## src/rtl/sl_irq_pkg.sv

```systemverilog
// Shared types for the scanline interrupt generator.
// Assumes nothing beyond a common clock domain.
package sl_irq_pkg;
    // Outcome of one line evaluation
    typedef enum logic [1:0] {
        EV_NONE  = 2'd0,
        EV_STOP  = 2'd1,
        EV_START = 2'd2,
        EV_COUNT = 2'd3
    } line_ev_t;
endpackage

```

## src/rtl/sl_line_eval.sv

```systemverilog
// Decides, from the renderer timing inputs and the current in-frame flag,
// what a line evaluation does this cycle. Pure combinational logic.
// Assumes dot_valid pulses once per dot, so the evaluation dot fires once.
module sl_line_eval
    import sl_irq_pkg::*;
#(
    parameter int DOT_W      = 9,
    parameter int LINE_W     = 9,
    parameter int EVAL_DOT   = 336,
    parameter int BLANK_LINE = 241
) (
    input  logic              dot_valid,
    input  logic [DOT_W-1:0]  dot_num,
    input  logic [LINE_W-1:0] line_num,
    input  logic              render_on,
    input  logic              in_frame,
    output line_ev_t          ev
);
    localparam int NXT_W = LINE_W + 1;

    logic [NXT_W-1:0] next_line;
    logic             at_eval;
    logic             in_blank;

    // Next line number and the blanking test, one bit wider to avoid wrap
    always_comb begin
        next_line = {1'b0, line_num} + NXT_W'(1);
        in_blank  = next_line >= NXT_W'(BLANK_LINE);
        at_eval   = dot_valid && (dot_num == DOT_W'(EVAL_DOT));
    end

    // Classify the evaluation: stop beats start beats count
    always_comb begin
        if (!at_eval)
            ev = EV_NONE;
        else if (!render_on || in_blank)
            ev = EV_STOP;
        else if (!in_frame)
            ev = EV_START;
        else
            ev = EV_COUNT;
    end
endmodule

```

## src/rtl/sl_frame_counter.sv

```systemverilog
// Holds the in-frame flag, the line counter and the sticky pending flag.
// A status-read clear loses to a target hit in the same cycle.
// Assumes ev comes from sl_line_eval and rd_clear is a one-cycle strobe.
module sl_frame_counter
    import sl_irq_pkg::*;
#(
    parameter int CNT_W = 8
) (
    input  logic             clk,
    input  logic             rst_n,
    input  line_ev_t         ev,
    input  logic [CNT_W-1:0] target,
    input  logic             rd_clear,
    output logic             in_frame,
    output logic             pending
);
    logic [CNT_W-1:0] count_q;
    logic [CNT_W-1:0] count_inc;
    logic             hit;

    // Incremented count and target comparison
    always_comb begin
        count_inc = count_q + CNT_W'(1);
        hit       = (ev == EV_COUNT) && (count_inc == target);
    end

    // Frame flag and counter update per evaluation
    always_ff @(posedge clk) begin
        if (!rst_n) begin
            in_frame <= 1'b0;
            count_q  <= '0;
        end else begin
            case (ev)
                EV_STOP: begin
                    in_frame <= 1'b0;
                    count_q  <= '0;
                end
                EV_START: begin
                    in_frame <= 1'b1;
                    count_q  <= '0;
                end
                EV_COUNT: count_q <= count_inc;
                default: ;
            endcase
        end
    end

    // Pending flag: cleared by stop/start, set by hit, else acked by read
    always_ff @(posedge clk) begin
        if (!rst_n)
            pending <= 1'b0;
        else if (ev == EV_STOP || ev == EV_START)
            pending <= 1'b0;
        else if (hit)
            pending <= 1'b1;
        else if (rd_clear)
            pending <= 1'b0;
    end
endmodule

```

## src/rtl/sl_cpu_regs.sv

```systemverilog
// CPU-side registers: the target at address 0 and control/status at 1.
// Read data is combinational from the address; the read strobe only
// produces the acknowledge for the pending flag.
module sl_cpu_regs #(
    parameter int DATA_W = 8,
    parameter int ADDR_W = 1
) (
    input  logic              clk,
    input  logic              rst_n,
    input  logic              cpu_wr,
    input  logic              cpu_rd,
    input  logic [ADDR_W-1:0] cpu_addr,
    input  logic [DATA_W-1:0] cpu_wdata,
    input  logic              pending,
    input  logic              in_frame,
    output logic [DATA_W-1:0] target,
    output logic              irq_en,
    output logic              rd_clear,
    output logic [DATA_W-1:0] cpu_rdata
);
    localparam logic [ADDR_W-1:0] A_TARGET = ADDR_W'(0);
    localparam logic [ADDR_W-1:0] A_CTRL   = ADDR_W'(1);

    // Target and enable registers
    always_ff @(posedge clk) begin
        if (!rst_n) begin
            target <= '0;
            irq_en <= 1'b0;
        end else if (cpu_wr) begin
            if (cpu_addr == A_TARGET)
                target <= cpu_wdata;
            if (cpu_addr == A_CTRL)
                irq_en <= cpu_wdata[DATA_W-1];
        end
    end

    // Status view and read acknowledge
    always_comb begin
        rd_clear  = cpu_rd && (cpu_addr == A_CTRL);
        cpu_rdata = '0;
        if (cpu_addr == A_CTRL) begin
            cpu_rdata[DATA_W-1] = pending;
            cpu_rdata[DATA_W-2] = in_frame;
        end
    end
endmodule

```

## src/rtl/scanline_irq_gen.sv

```systemverilog
// Top level of the scanline interrupt generator: line evaluation,
// frame counter, CPU registers and a registered interrupt output.
// Assumes all inputs are synchronous to clk.
module scanline_irq_gen #(
    parameter int DATA_W     = 8,
    parameter int ADDR_W     = 1,
    parameter int DOT_W      = 9,
    parameter int LINE_W     = 9,
    parameter int EVAL_DOT   = 336,
    parameter int BLANK_LINE = 241
) (
    input  logic              clk,
    input  logic              rst_n,
    input  logic              dot_valid,
    input  logic [DOT_W-1:0]  dot_num,
    input  logic [LINE_W-1:0] line_num,
    input  logic              render_on,
    input  logic              cpu_wr,
    input  logic              cpu_rd,
    input  logic [ADDR_W-1:0] cpu_addr,
    input  logic [DATA_W-1:0] cpu_wdata,
    output logic [DATA_W-1:0] cpu_rdata,
    input  logic              ext_irq,
    output logic              irq
);
    import sl_irq_pkg::*;

    line_ev_t          ev;
    logic              in_frame;
    logic              pending;
    logic              irq_en;
    logic              rd_clear;
    logic [DATA_W-1:0] target;

    sl_line_eval #(
        .DOT_W(DOT_W), .LINE_W(LINE_W),
        .EVAL_DOT(EVAL_DOT), .BLANK_LINE(BLANK_LINE)
    ) u_eval (
        .dot_valid(dot_valid), .dot_num(dot_num), .line_num(line_num),
        .render_on(render_on), .in_frame(in_frame), .ev(ev)
    );

    sl_frame_counter #(.CNT_W(DATA_W)) u_cnt (
        .clk(clk), .rst_n(rst_n), .ev(ev), .target(target),
        .rd_clear(rd_clear), .in_frame(in_frame), .pending(pending)
    );

    sl_cpu_regs #(.DATA_W(DATA_W), .ADDR_W(ADDR_W)) u_regs (
        .clk(clk), .rst_n(rst_n), .cpu_wr(cpu_wr), .cpu_rd(cpu_rd),
        .cpu_addr(cpu_addr), .cpu_wdata(cpu_wdata), .pending(pending),
        .in_frame(in_frame), .target(target), .irq_en(irq_en),
        .rd_clear(rd_clear), .cpu_rdata(cpu_rdata)
    );

    // Registered interrupt request
    always_ff @(posedge clk) begin
        if (!rst_n)
            irq <= 1'b0;
        else
            irq <= (pending && irq_en) || ext_irq;
    end
endmodule

```

## config.mk

```make
export PLATFORM = sky130hd
export DESIGN_NAME = scanline_irq_gen
export DESIGN_NICKNAME = d
export VERILOG_FILES = /design/src/rtl/sl_irq_pkg.sv /design/src/rtl/sl_line_eval.sv /design/src/rtl/sl_frame_counter.sv /design/src/rtl/sl_cpu_regs.sv /design/src/rtl/scanline_irq_gen.sv
export SDC_FILE = /design/constraint.sdc
export NUM_CORES = 1
export LEC_CHECK = 0
export CORE_MARGIN = 5
export CORE_UTILIZATION = 48
export DETAILED_ROUTE_END_ITERATION = 16
export GPL_ROUTABILITY_DRIVEN = 0
export PLACE_DENSITY = 0.83
export REMOVE_ABC_BUFFERS = 1
export SLEW_MARGIN = 10
export SYNTH_ARGS = -nofsm -noshare
export SYNTH_HDL_FRONTEND = slang
export SYNTH_SLANG_ARGS = --single-unit
```

## constraint.sdc

```tcl
create_clock -name clk -period 7.2 [get_ports clk]
set_input_delay 2.16 -clock clk [delete_from_list [all_inputs] [get_ports clk]]
set_output_delay 2.16 -clock clk [all_outputs]
set_load 0.05 [all_outputs]
```

Word level (Yosys, flattened, before mapping)
Index checks and enable logic that the tools add are counted.
{"block": "word_totals", "out_inout_bits": 9, "in_bits": 34, "n_memories": 0, "latchBits": 0, "wordCells": 39, "ff_bits": 20, "ramBits": 0, "mem_bits_ro": 0}
{"block": "op_classes", "n_shift": 0, "addsub": 2, "n_mux": 8, "eq_ne": 5, "reduce_logical": 15, "n_div": 0, "bitwise_logic": 2, "n_mul": 0, "magnitude_cmp": 1}
{"operator": "case mux 8 bit (2 select lines)", "n": 1}
{"operator": "adder 9 x 1 -> 10 bit (second input constant)", "n": 1}
{"operator": ">= comparator 10 x 8 -> 1 bit (second input constant)", "n": 1}
{"operator": "== test 9 bit (second input constant)", "n": 1}
{"operator": "adder 8 x 1 -> 8 bit (second input constant)", "n": 1}
{"operator": "== test 8 bit", "n": 1}
{"operator": "2-to-1 mux 2 bit", "n": 3}
{"operator": "nonzero test 2 bit", "n": 3}
{"operator": "== test 2 bit (second input constant)", "n": 2}
{"operator": "logical AND 1 bit", "n": 4}
{"operator": "AND reduction 2 bit", "n": 2}
{"operator": "OR reduction 2 bit", "n": 2}
{"operator": "logical OR 1 bit", "n": 3}
{"operator": "2-to-1 mux 1 bit", "n": 3}
{"operator": "== test 2 x 1 -> 1 bit (second input constant)", "n": 1}
{"operator": "NOT 1 bit", "n": 2}
{"operator": "case mux 1 bit (2 select lines)", "n": 1}
{"operator": "zero test 1 bit", "n": 1}

Logic depth before layout (Yosys ltp)
{"block": "depth", "word_depth": 8, "ltp_mapped": 10, "mapped_depth_nobuf": 10}

Hierarchy
From an unflattened synthesis, not the netlist that was laid out.
{"block": "hier_totals", "hier_cells": 145, "area_unflattened_um2": 1263.7}
{"module": "sl_frame_counter", "cells_each": 85, "area_per_inst_um2": 729.4, "n_inst": 1, "seq_area_each_um2": 200.2}
{"module": "sl_cpu_regs", "cells_each": 50, "area_per_inst_um2": 444.2, "n_inst": 1, "seq_area_each_um2": 180.2}
{"module": "sl_line_eval", "cells_each": 7, "area_per_inst_um2": 58.8, "n_inst": 1, "seq_area_each_um2": 0.0}
{"module": "scanline_irq_gen", "cells_each": 3, "area_per_inst_um2": 31.3, "n_inst": 1, "seq_area_each_um2": 20.0}

Worst setup path after synthesis
Ideal clock, no wire load.
{"block": "synth_path", "path_kind": "input to output", "start": "input port cpu_addr", "end": "output port cpu_rdata[6]", "slack_ns": 2.468, "n_path_buf": 0, "cell_stages": 1, "required_time_ns": 5.040, "t_arrival_ns": 2.572, "cell_sequence": "and2_1"}
{"block": "synth_via", "elab_chain_cells": 1}
{"item": "from (decl)", "line_no": "scanline_irq_gen.sv:20", "text": "input logic [ADDR_W-1:0] cpu_addr,"}
{"item": "2-to-1 mux 2 bit", "line_no": "sl_cpu_regs.sv:41", "text": "if (cpu_addr == A_CTRL) begin"}
{"item": "to (decl)", "line_no": "scanline_irq_gen.sv:22", "text": "output logic [DATA_W-1:0] cpu_rdata,"}
No other way between the ends.

Final worst setup path
{"block": "layout_path", "start": "input port cpu_addr", "end": "output port cpu_rdata[7]"}
Same word-level chain as after synthesis.

==> results.cfg <==
[status]
status = finished clean

[finish]
area_growth_pct = 28.2
diodes = 0
layout.cells.most_common = clkdlybuf4s50_1
layout_common_cells = 32 x clkdlybuf4s50_1, 20 x dfxtp_1, 16 x nor2b_1
utilization_pct = 63.4
layout.nets = 210
drive_above_1_share_pct = 5.85

[yosys]
syn_avg_cell_area_sq_um = 8.55
synth_top_area_cell = dfxtp_1
syn_inst = 142
ys_types = 34
synth-compound-area-share_pct = 10.0
synth_top_area_share_pct = 33.0
ys_warn_count = 0
synthAdderAreaFrac_pct = 4.12
synth_top_family_by_area = simple AND/OR/NAND/NOR gates
synthSimpleGateAreaFrac_pct = 30.2
ys_ff_latch = 20
syn_area_sq_um = 1210
synth_xor_area_share_pct = 7.94
muxShareOfSynthArea_pct = 7.42
netlist_top_cells_area = dfxtp_1 33%, nor2b_1 8.2%, mux2i_1 7.4%, xnor2_1 5.8%, ha_1 4.1%
yosysSeqAreaShare_pct = 33.0

[clocking]
clock_latency_ns = 0.30
cts_buffer_depth = 2
h-tree-depth = 1
clockRootBuffer = clkbuf_4
clk_pin_slew_ns = 0.11
cts_tree = yes
numCtsBuffers = 3
cts_hold_buf = 0
cts_sinks = 20
postCtsSetupRepairBufs = 0
cts.repair.resized = 0

[critical_path]
reg2regPathDepth = 6
path_class = in2out
r2r_end = u_cnt.count_q[2]$_SDFFE_PN0P_
cp_slowest_cell = clkdlybuf4s50_1
timing.rr.start = u_cnt.in_frame$_SDFFE_PN0P_
critPathRequiredTime_ns = 5.04
critPathArrivalTime_ns = 3.68
regToRegSetupSlack_ns = 5.29
worst_setup_path_start_kind = primary input
worst_setup_path_end_kind = output pin
path_cells = clkdlybuf4s50_1, and2_1, clkdlybuf4s50_1
crit_top_cell = clkdlybuf4s50_1
critPathMaxFanout = 6
slowest_delay_ns = 0.80

[timing]
worst_clock_skew_ns = 0.00814
final-setup-viol-count = 0
fin_crit_sh_pct = 81.1
slew_violations = 0
rsz0062_at_grt = no
hold_viol = 0
worst_slew_pin_slew_ns = 0.896
fin_ws_ns = 1.36
hold_slack_ns = 0.484
relSlewSlack_pct = 40.2
max_freq_mhz = 171
period_needed_ns = 5.84
tns_ns = 0

[die]
io_pins = 43
rows = 18
coreArea_sq_um = 2450
initial_utilization_pct = 49.4
die-area_sq_um = 3630
fp.dieH_microns = 60.3
die_x_microns = 60.3

[global_routing]
grt_pass1_wl_microns = 4230
grtUsageTotal_pct = 15.3
grt_overflow = 0
antenna_found_initial = 0
grt_pass1_vias = 1030
grt_start_max_net_pins = 22

[pwr]
ir_drop_uv = 115
power.leakage_nw = 0.579
power.density_nw_per_um2 = 139
power_uw = 217

[detailed_routing]
avgViaCountPerCell = 5.21
routed-via-count = 1048
drt_drc_violations_left = 0
drt_iter0_drc = 25
drt_first_pass_iters = 4
ant_nets = 0
wirelength_microns = 2530
wl_per_cell_microns = 12.6

[placed_design]
pre_cts_slack_ns = 1.36
dp_hpwl_microns = 2070
numPortBuffers = 32

[worst_hold_path]
hold_depth = 2
hold_path.class = reg2reg
hold_end = u_regs.irq_en$_SDFFE_PN0P_
hp-start = u_regs.irq_en$_SDFFE_PN0P_

[job]
drv_cap = 0
==> power breakdown <==
group	switching [mW]	total (mW)	internal, mW
logic	0.0166	0.0377	0.0211
registers	0.00181	0.115	0.113
clock network	0.0329	0.0638	0.0308
total	0.0513	0.217	0.165
==> worst max-delay path by stage <==
stage             start      endpoint  slack [ns]
6_report       cpu_addr  cpu_rdata[7]        1.36
4_1_cts        cpu_addr  cpu_rdata[7]        1.36
5_1_grt        cpu_addr  cpu_rdata[6]        1.30
2_1_floorplan  cpu_addr  cpu_rdata[6]        2.47
3_3_place_gp   cpu_addr  cpu_rdata[6]        1.40
3_5_place_dp   cpu_addr  cpu_rdata[7]        1.36
==> registers in the layout (all words and copies together), names as in the netlist <==
register,count
u_cnt.count_q,8
u_regs.irq_en,1
u_cnt.pending,1
u_regs.target,8
irq,1
u_cnt.in_frame,1
==> per-stage QoR <==
step                      area, sq um  instances
after floorplan                  1160        135
after global placement           1520        197
after detailed placement         1520        197
after CTS                        1560        201
after global routing             1560        201
final                            1560        201
==> cell usage after synthesis <==
| library cell | instances |
|---|---|
| conb_1 | 1 |
| nand3b_1 | 2 |
| a21o_2 | 1 |
| nor4bb_1 | 1 |
| nor4_1 | 1 |
| and4_2 | 1 |
| o21ai_1 | 1 |
| nand2b_1 | 1 |
| and2_1 | 6 |
| xor2_1 | 3 |
| nor4b_1 | 1 |
| clkbuf_1 | 4 |
| nor2b_1 | 16 |
| nand2_1 | 10 |
| nor2_1 | 2 |
| and4_1 | 1 |
| mux2i_1 | 9 |
| buf_2 | 2 |
| a21o_1 | 3 |
| xnor2_1 | 8 |
| dfxtp_1 | 20 |
| nand4_1 | 4 |
| nor3_1 | 6 |
| inv_1 | 4 |
| a21oi_1 | 7 |
| buf_4 | 6 |
| ha_1 | 4 |
| a21boi_0 | 4 |
| nand3_2 | 2 |
| or3b_2 | 1 |
| nand3_1 | 2 |
| or3_1 | 3 |
| o21ai_0 | 4 |
| or2_2 | 1 |
==> layer usage <==
metal / routed length (microns) / vias up / global-route usage, %
met4: 22 / 0 / 6.01
met3: 150 / 4 / 2.59
met5: 0 / - / 0
met2: 1220 / 32 / 26.5
met1: 1140 / 480 / 18.5
li1: - / 532 / -
==> final cells by class <==
cell class / instances / area (sq um)
sequential: 20 / 400
fill: 216 / 898
inverter: 4 / 15.0
tap: 30 / 37.5
clock buffer: 4 / 36.3
timing repair buffer: 32 / 320
multi-input combinational: 111 / 747
==> cell families (layout without fill, tap and decap cells) <==
group                    count (synthesis)  after routing
other                                    1              6
XOR/XNOR                                11             11
flip-flops                              20             20
adder cells (fa/ha/maj)                  4              4
multiplexers                             9              9
AO/OA/AOI/OAI                           20             20
AND/OR/NAND/NOR                         61             61
buffers and inverters                   16             40
==> critical path: cells and delay by family <==
kind / cells / cell delay (ns)
AND/OR/NAND/NOR: 1 / 0.16
buffers and inverters: 2 / 1.36
(Power assumes the default switching activity.)
